`src/rtl/spi_ws_pkg.sv`:
```
package spi_ws_pkg;
  typedef struct packed {
    logic cpol;
    logic cpha;
    logic no_tx;
    logic no_rx;
  } ws_mode_t;
endpackage

```
`src/rtl/spi_ws_timer.sv`:
```
module spi_ws_timer #(
  parameter int DLY_W = 8
) (
  input  logic             clk,
  input  logic             rst,
  input  logic             first,
  input  logic             load,
  input  logic [DLY_W-1:0] dly_in,
  output logic             expired
);
  logic [DLY_W-1:0] cnt_q;
  logic [DLY_W-1:0] dly_q;

  always_ff @(posedge clk) begin
    if (rst) begin
      cnt_q <= '0;
      dly_q <= '0;
    end else if (first) begin
      cnt_q <= dly_in;
      dly_q <= dly_in;
    end else if (load) begin
      cnt_q <= dly_q;
    end else if (cnt_q != '0) begin
      cnt_q <= cnt_q - DLY_W'(1);
    end
  end

  assign expired = (cnt_q == '0);

  // between reloads, the count falls by one per cycle
  a_r7_count_down: assert property (@(posedge clk) disable iff (rst)
    (!first && !load && cnt_q != '0) |=> (cnt_q == $past(cnt_q) - DLY_W'(1)));
endmodule

```
`src/rtl/spi_ws_shreg.sv`:
```
module spi_ws_shreg #(
  parameter int W     = 32,
  parameter int CNT_W = 6
) (
  input  logic             clk,
  input  logic             rst,
  input  logic             load,
  input  logic [CNT_W-1:0] len,
  input  logic [W-1:0]     din,
  input  logic             shift,
  input  logic             sin,
  output logic             first_bit,
  output logic [W-2:0]     q_low
);
  localparam logic [CNT_W-1:0] W_C = CNT_W'(W);

  logic [W-1:0] reg_q;
  logic [W-1:0] aligned;

  always_comb begin
    aligned   = din << (W_C - len);
    first_bit = aligned[W-1];
  end

  always_ff @(posedge clk) begin
    if (rst)        reg_q <= '0;
    else if (load)  reg_q <= aligned;
    else if (shift) reg_q <= {reg_q[W-2:0], sin};
  end

  assign q_low = reg_q[W-2:0];

  // each shift moves the register up one place and enters the sample at bit 0
  a_r3_shift_in: assert property (@(posedge clk) disable iff (rst)
    (shift && !load) |=> (reg_q == {$past(reg_q[W-2:0]), $past(sin)}));
endmodule

```
`src/rtl/spi_ws_ctrl.sv`:
```
module spi_ws_ctrl
  import spi_ws_pkg::*;
#(
  parameter int W     = 32,
  parameter int CNT_W = 6
) (
  input  logic             clk,
  input  logic             rst,
  input  logic             start,
  input  ws_mode_t         mode_in,
  input  logic [CNT_W-1:0] len,
  input  logic             tmr_expired,
  input  logic             first_bit,
  input  logic [W-2:0]     sreg_low,
  input  logic             miso,
  output logic             accept,
  output logic             tmr_load,
  output logic             sh_shift,
  output logic             sh_in,
  output logic             busy,
  output logic             done,
  output logic             sclk,
  output logic             mosi,
  output logic [W-1:0]     rx_word
);
  ws_mode_t         mode_q;
  logic             phase_q;
  logic [CNT_W-1:0] bits_q;

  always_comb begin
    accept   = start && !busy;
    tmr_load = busy && tmr_expired;
    sh_shift = busy && tmr_expired && phase_q;
    sh_in    = mode_q.no_rx ? 1'b0 : miso;
  end

  always_ff @(posedge clk) begin
    if (rst) begin
      mode_q  <= '0;
      phase_q <= 1'b0;
      bits_q  <= '0;
      busy    <= 1'b0;
      done    <= 1'b0;
      sclk    <= 1'b0;
      mosi    <= 1'b0;
      rx_word <= '0;
    end else begin
      done <= 1'b0;
      if (accept) begin
        mode_q  <= mode_in;
        busy    <= 1'b1;
        phase_q <= 1'b0;
        bits_q  <= len;
        sclk    <= mode_in.cpha ? ~mode_in.cpol : mode_in.cpol;
        if (!mode_in.no_tx) mosi <= first_bit;
      end else if (busy && tmr_expired) begin
        if (!phase_q) begin
          phase_q <= 1'b1;
          sclk    <= mode_q.cpha ? mode_q.cpol : ~mode_q.cpol;
        end else begin
          bits_q <= bits_q - CNT_W'(1);
          if (bits_q == CNT_W'(1)) begin
            busy    <= 1'b0;
            done    <= 1'b1;
            sclk    <= mode_q.cpol;
            rx_word <= {sreg_low, sh_in};
          end else begin
            phase_q <= 1'b0;
            sclk    <= mode_q.cpha ? ~mode_q.cpol : mode_q.cpol;
            if (!mode_q.no_tx) mosi <= sreg_low[W-2];
          end
        end
      end else if (!busy) begin
        sclk <= mode_in.cpol;
      end
    end
  end

  // done lasts a single cycle
  a_r8_done_pulse: assert property (@(posedge clk) disable iff (rst)
    done |=> !done);
  // busy only falls together with done
  a_r8_fall_with_done: assert property (@(posedge clk) disable iff (rst)
    $fell(busy) |-> done);
  // serial clock is back at the idle level on completion
  a_r4_idle_at_end: assert property (@(posedge clk) disable iff (rst)
    done |-> (sclk == mode_q.cpol));
  // serial clock holds while the half-period counter runs
  a_r7_half_hold: assert property (@(posedge clk) disable iff (rst)
    (busy && !tmr_expired) |=> $stable(sclk));
  // data output frozen for a transmit-suppressed transfer
  a_r9_tx_frozen: assert property (@(posedge clk) disable iff (rst)
    (busy && mode_q.no_tx) |=> (!busy || $stable(mosi)));
  // a start while busy leaves the captured settings alone
  a_r11_ignore_start: assert property (@(posedge clk) disable iff (rst)
    (busy && start) |=> $stable(mode_q));
  // a running transfer always has bits left
  a_r1_bits_left: assert property (@(posedge clk) disable iff (rst)
    busy |-> (bits_q != '0));
endmodule

```
`src/rtl/spi_word_shifter.sv`:
```
module spi_word_shifter
  import spi_ws_pkg::*;
#(
  parameter int W     = 32,
  parameter int LW    = $clog2(W),
  parameter int DLY_W = 8
) (
  input  logic             clk,
  input  logic             rst,
  input  logic             start,
  input  logic [W-1:0]     tx_word,
  input  logic [LW-1:0]    bit_len,
  input  logic             cpol,
  input  logic             cpha,
  input  logic             no_tx,
  input  logic             no_rx,
  input  logic [DLY_W-1:0] half_dly,
  output logic             busy,
  output logic             done,
  output logic [W-1:0]     rx_word,
  output logic             sclk,
  output logic             mosi,
  input  logic             miso
);
  localparam int CNT_W = LW + 1;
  localparam logic [CNT_W-1:0] W_C = CNT_W'(W);

  ws_mode_t         mode_in;
  logic [CNT_W-1:0] len_eff;
  logic             accept;
  logic             tmr_load;
  logic             tmr_expired;
  logic             sh_shift;
  logic             sh_in;
  logic             first_bit;
  logic [W-2:0]     sreg_low;

  always_comb begin
    mode_in = '{cpol: cpol, cpha: cpha, no_tx: no_tx, no_rx: no_rx};
    len_eff = (bit_len == '0) ? W_C : {1'b0, bit_len};
  end

  spi_ws_timer #(.DLY_W(DLY_W)) u_timer (
    .clk     (clk),
    .rst     (rst),
    .first   (accept),
    .load    (tmr_load),
    .dly_in  (half_dly),
    .expired (tmr_expired)
  );

  spi_ws_shreg #(.W(W), .CNT_W(CNT_W)) u_shreg (
    .clk       (clk),
    .rst       (rst),
    .load      (accept),
    .len       (len_eff),
    .din       (tx_word),
    .shift     (sh_shift),
    .sin       (sh_in),
    .first_bit (first_bit),
    .q_low     (sreg_low)
  );

  spi_ws_ctrl #(.W(W), .CNT_W(CNT_W)) u_ctrl (
    .clk         (clk),
    .rst         (rst),
    .start       (start),
    .mode_in     (mode_in),
    .len         (len_eff),
    .tmr_expired (tmr_expired),
    .first_bit   (first_bit),
    .sreg_low    (sreg_low),
    .miso        (miso),
    .accept      (accept),
    .tmr_load    (tmr_load),
    .sh_shift    (sh_shift),
    .sh_in       (sh_in),
    .busy        (busy),
    .done        (done),
    .sclk        (sclk),
    .mosi        (mosi),
    .rx_word     (rx_word)
  );
endmodule

```
`config.mk`:
```
export PLATFORM = sky130hd
export DESIGN_NAME = spi_word_shifter
export DESIGN_NICKNAME = d
export VERILOG_FILES = /design/src/rtl/spi_ws_pkg.sv /design/src/rtl/spi_ws_timer.sv /design/src/rtl/spi_ws_shreg.sv /design/src/rtl/spi_ws_ctrl.sv /design/src/rtl/spi_word_shifter.sv
export SDC_FILE = /design/constraint.sdc
export NUM_CORES = 1
export LEC_CHECK = 0
export ABC_AREA = 1
export CORE_MARGIN = 2
export CORE_UTILIZATION = 51
export DETAILED_ROUTE_END_ITERATION = 8
export GPL_TIMING_DRIVEN = 0
export PLACE_DENSITY = 0.76
export SYNTH_ARGS = -nofsm -noshare
export SYNTH_HDL_FRONTEND = slang
export SYNTH_SLANG_ARGS = --single-unit
```
`constraint.sdc`:
```
create_clock -name clk -period 5.65 [get_ports clk]
set_input_delay 1.4125 -clock clk [delete_from_list [all_inputs] [get_ports clk]]
set_output_delay 1.4125 -clock clk [all_outputs]
set_load 0.02 [all_outputs]
```
==> run_results.csv <==
group,metric,value,unit
yosys,synthAdderAreaFrac,0.00867,
floorplan,coreArea,10900,um2
worst_setup_path,setup.worst_path.end_class,"register",
cts,clkSlewWorstSetupHoldPaths,0.07,ns
layout,layout_commonest_cell,"nand2_1",
yosys,synth_area,5770,um2
yosys,muxShareOfSynthArea,0,
layout,area_growth,22.9,%
grt,grt_max_degree,17,
layout,layout_common_cells,"nand2_1 (245), nand3_1 (191), a21oi_1 (99)",
floorplan,start_util,0.528,
floorplan,die_h,110,um
yosys,synth_top_family_by_area,"simple AND/OR/NAND/NOR gates",
cts,clk_latency,0.36,ns
yosys,yosysWarnings,0,
yosys,ys_ff_latch,94,
place,hpwl,14.3,mm
cts,root_buffer,"clkbuf_16",
worst_setup_path,startpoint_type,"input pin",
routing,via_per_inst,5.72,
layout,insertedDiodeCount,0,
worst_setup_path,cp.required,5.93,ns
sta,period_minus_slack,3.53,ns
sta,holdWs,0.463,ns
layout,layout-drive-gt1-share,0.0858,
run,cap_violations,0,
floorplan,io_pins,89,
grt,grt-ovfl-total,0,
grt,grt_first_pass_wirelength,29.1,mm
cts,cts.repair.resized,0,
cts,cts_made_buffers,9,
routing,drtIter0Drc,580,
sta,fmax,283,MHz
power,irDropWorstVdd,272,uV
power,powerDensity,267,nW/um2
place,numPortBuffers,86,
cts,cts_tree,"built",
cts,cts_setup_buffers,0,
cts,clock-sinks,94,
routing,wl_per_cell,16.1,um
grt,antenna_found_initial,0,
sta,hold_viol,0,
yosys,syn-num-nets,969,
place,routabilityCongestion,1.00,
yosys,yosysUniqueCellTypes,37,
layout,final_nets,1066,
sta,fin_crit_sh,0.625,
sta,finClkSkew,0.0110,ns
sta,slew_headroom,0.508,
floorplan,placementRows,38,
power,p_leak,2.99,nW
min_path,hp-class,"reg2reg",
floorplan,die_area,12200,um2
sta,timing.final.max_slew_violations,0,
yosys,syn_inst,912,
yosys,synth_area_per_cell,6.33,um2
cts,cts-htree-levels,3,
sta,setup_violations,0,
yosys,yosysSeqAreaShare,0.326,
worst_setup_path,crit_fanout,10,
floorplan,die_x,110,um
routing,vias,6597,
yosys,synth-compound-area-share,0.168,
cts,clk_path_buf_depth,2,
grt,track_usage,0.314,
sta,tns,0,ns
routing,wl,18.6,mm
sta,grt_setup_unrepaired,"no",
yosys,synthSimpleGateAreaFrac,0.386,
routing,drc,0,
worst_setup_path,critPathArrivalTime,3.81,ns
routing,firstDrtPassIters,6,
worst_setup_path,crit_type,"in2reg",
cts,hold_buffers,0,
layout,final_area,7090,um2
grt,first_global_vias,5903,
place,place_area,6810,um2
yosys,synth_xor_area_frac,0.0106,
routing,ant_nets,0,
sta,tightest_slew,0.737,ns
outcome,outcome,"finished, final reports clean",
## sequential cells by signal, summed over array words and instances (netlist names)
signal	flops
u_ctrl.bits_q	6
u_ctrl.rx_word	32
u_ctrl.mosi	1
u_ctrl.sclk	1
u_timer.dly_q	8
u_ctrl.phase_q	1
u_ctrl.done	1
u_ctrl.busy	1
u_ctrl.mode_q	4
u_timer.cnt_q	8
u_shreg.reg_q	31
## power breakdown
group          switching, mW  internal [mW]
clock                  0.268          0.313
combinational          0.347          0.209
sequential            0.0403          0.714
## critical path, cell delays in order
cell             delay (ns)
clkdlybuf4s50_1        0.59
inv_2                  0.07
ha_1                   0.30
inv_1                  0.09
clkbuf_1               0.43
nand2_1                0.14
nor2_1                 0.21
nand2_1                0.14
a21oi_1                0.21
nand2_1                0.09
a21oi_1                0.12
## worst paths after layout
check | start | endpoint | slack, ns | depth (start not counted)
max | bit_len[1] | u_shreg.reg_q[17]$_SDFFE_PP0P_ | 2.12 | 11
min | u_ctrl.rx_word[5]$_SDFFE_PP0P_ | u_ctrl.rx_word[5]$_SDFFE_PP0P_ | 0.46 | 2
max reg2reg | u_timer.cnt_q[0]$_SDFFE_PP0P_ | u_ctrl.rx_word[20]$_SDFFE_PP0P_ | 3.76 | 10
min reg2reg | u_ctrl.rx_word[5]$_SDFFE_PP0P_ | u_ctrl.rx_word[5]$_SDFFE_PP0P_ | 0.46 | 2
## per-layer routing
metal,track usage,up-vias,wire length (um)
li1,-,3259,-
met1,0.397,2984,8020
met2,0.515,304,8500
met3,0.0606,50,1320
met4,0.149,0,715
met5,0,-,0
## final cells by class
cell class              count  area [um2]
fillers                  1076        3850
multi-input cells         696        3310
flip-flops and latches     94        1880
repair buffers             86         861
plain buffers              57         330
inverters                  65         249
clock buffers              10         239
well taps                 140         175
clock inverters             6        45.0
## logic make-up (layout without fill, tap and decap cells)
group	after synthesis	after routing
and+or+nand+nor	504	504
AOI/OAI and AO/OA	181	181
buffers and inverters	122	224
DFF	94	94
xor gates and xnor gates	7	7
adders and majority gates	4	4
## through the flow
step | utilization | power [mW] | cells | setup slack (ns)
global placement | 0.622 | 1.30 | 1138 | 1.87
detailed placement | 0.622 | 1.31 | 1138 | 1.81
finish | 0.648 | 1.89 | 1154 | 2.12
CTS | 0.648 | 1.89 | 1154 | 2.20
floorplan | - | 1.14 | 912 | 2.58
global route | 0.648 | 1.99 | 1154 | 1.92
## synth_stat cells, drive strengths merged
library cell / number / share of area
ha: 4 / 0.0087
nand3: 192 / 0.17
xnor2: 4 / 0.0061
o22ai: 5 / 0.0054
a31oi: 4 / 0.0043
a211oi: 4 / 0.0061
buf: 42 / 0.047
nor3: 1 / 0.00087
inv: 63 / 0.041
clkbuf: 15 / 0.0098
a21oi: 99 / 0.086
or2: 2 / 0.0022
clkinv: 2 / 0.0017
o21bai: 2 / 0.0026
o21ai: 56 / 0.049
nand2: 256 / 0.17
nand4: 5 / 0.0065
o211ai: 8 / 0.010
o221ai: 1 / 0.0015
nor2: 48 / 0.035
o31ai: 1 / 0.0013
a31o: 1 / 0.0015
dfxtp: 94 / 0.33
xor2: 3 / 0.0046
Power figures use the tool's default switching activity.
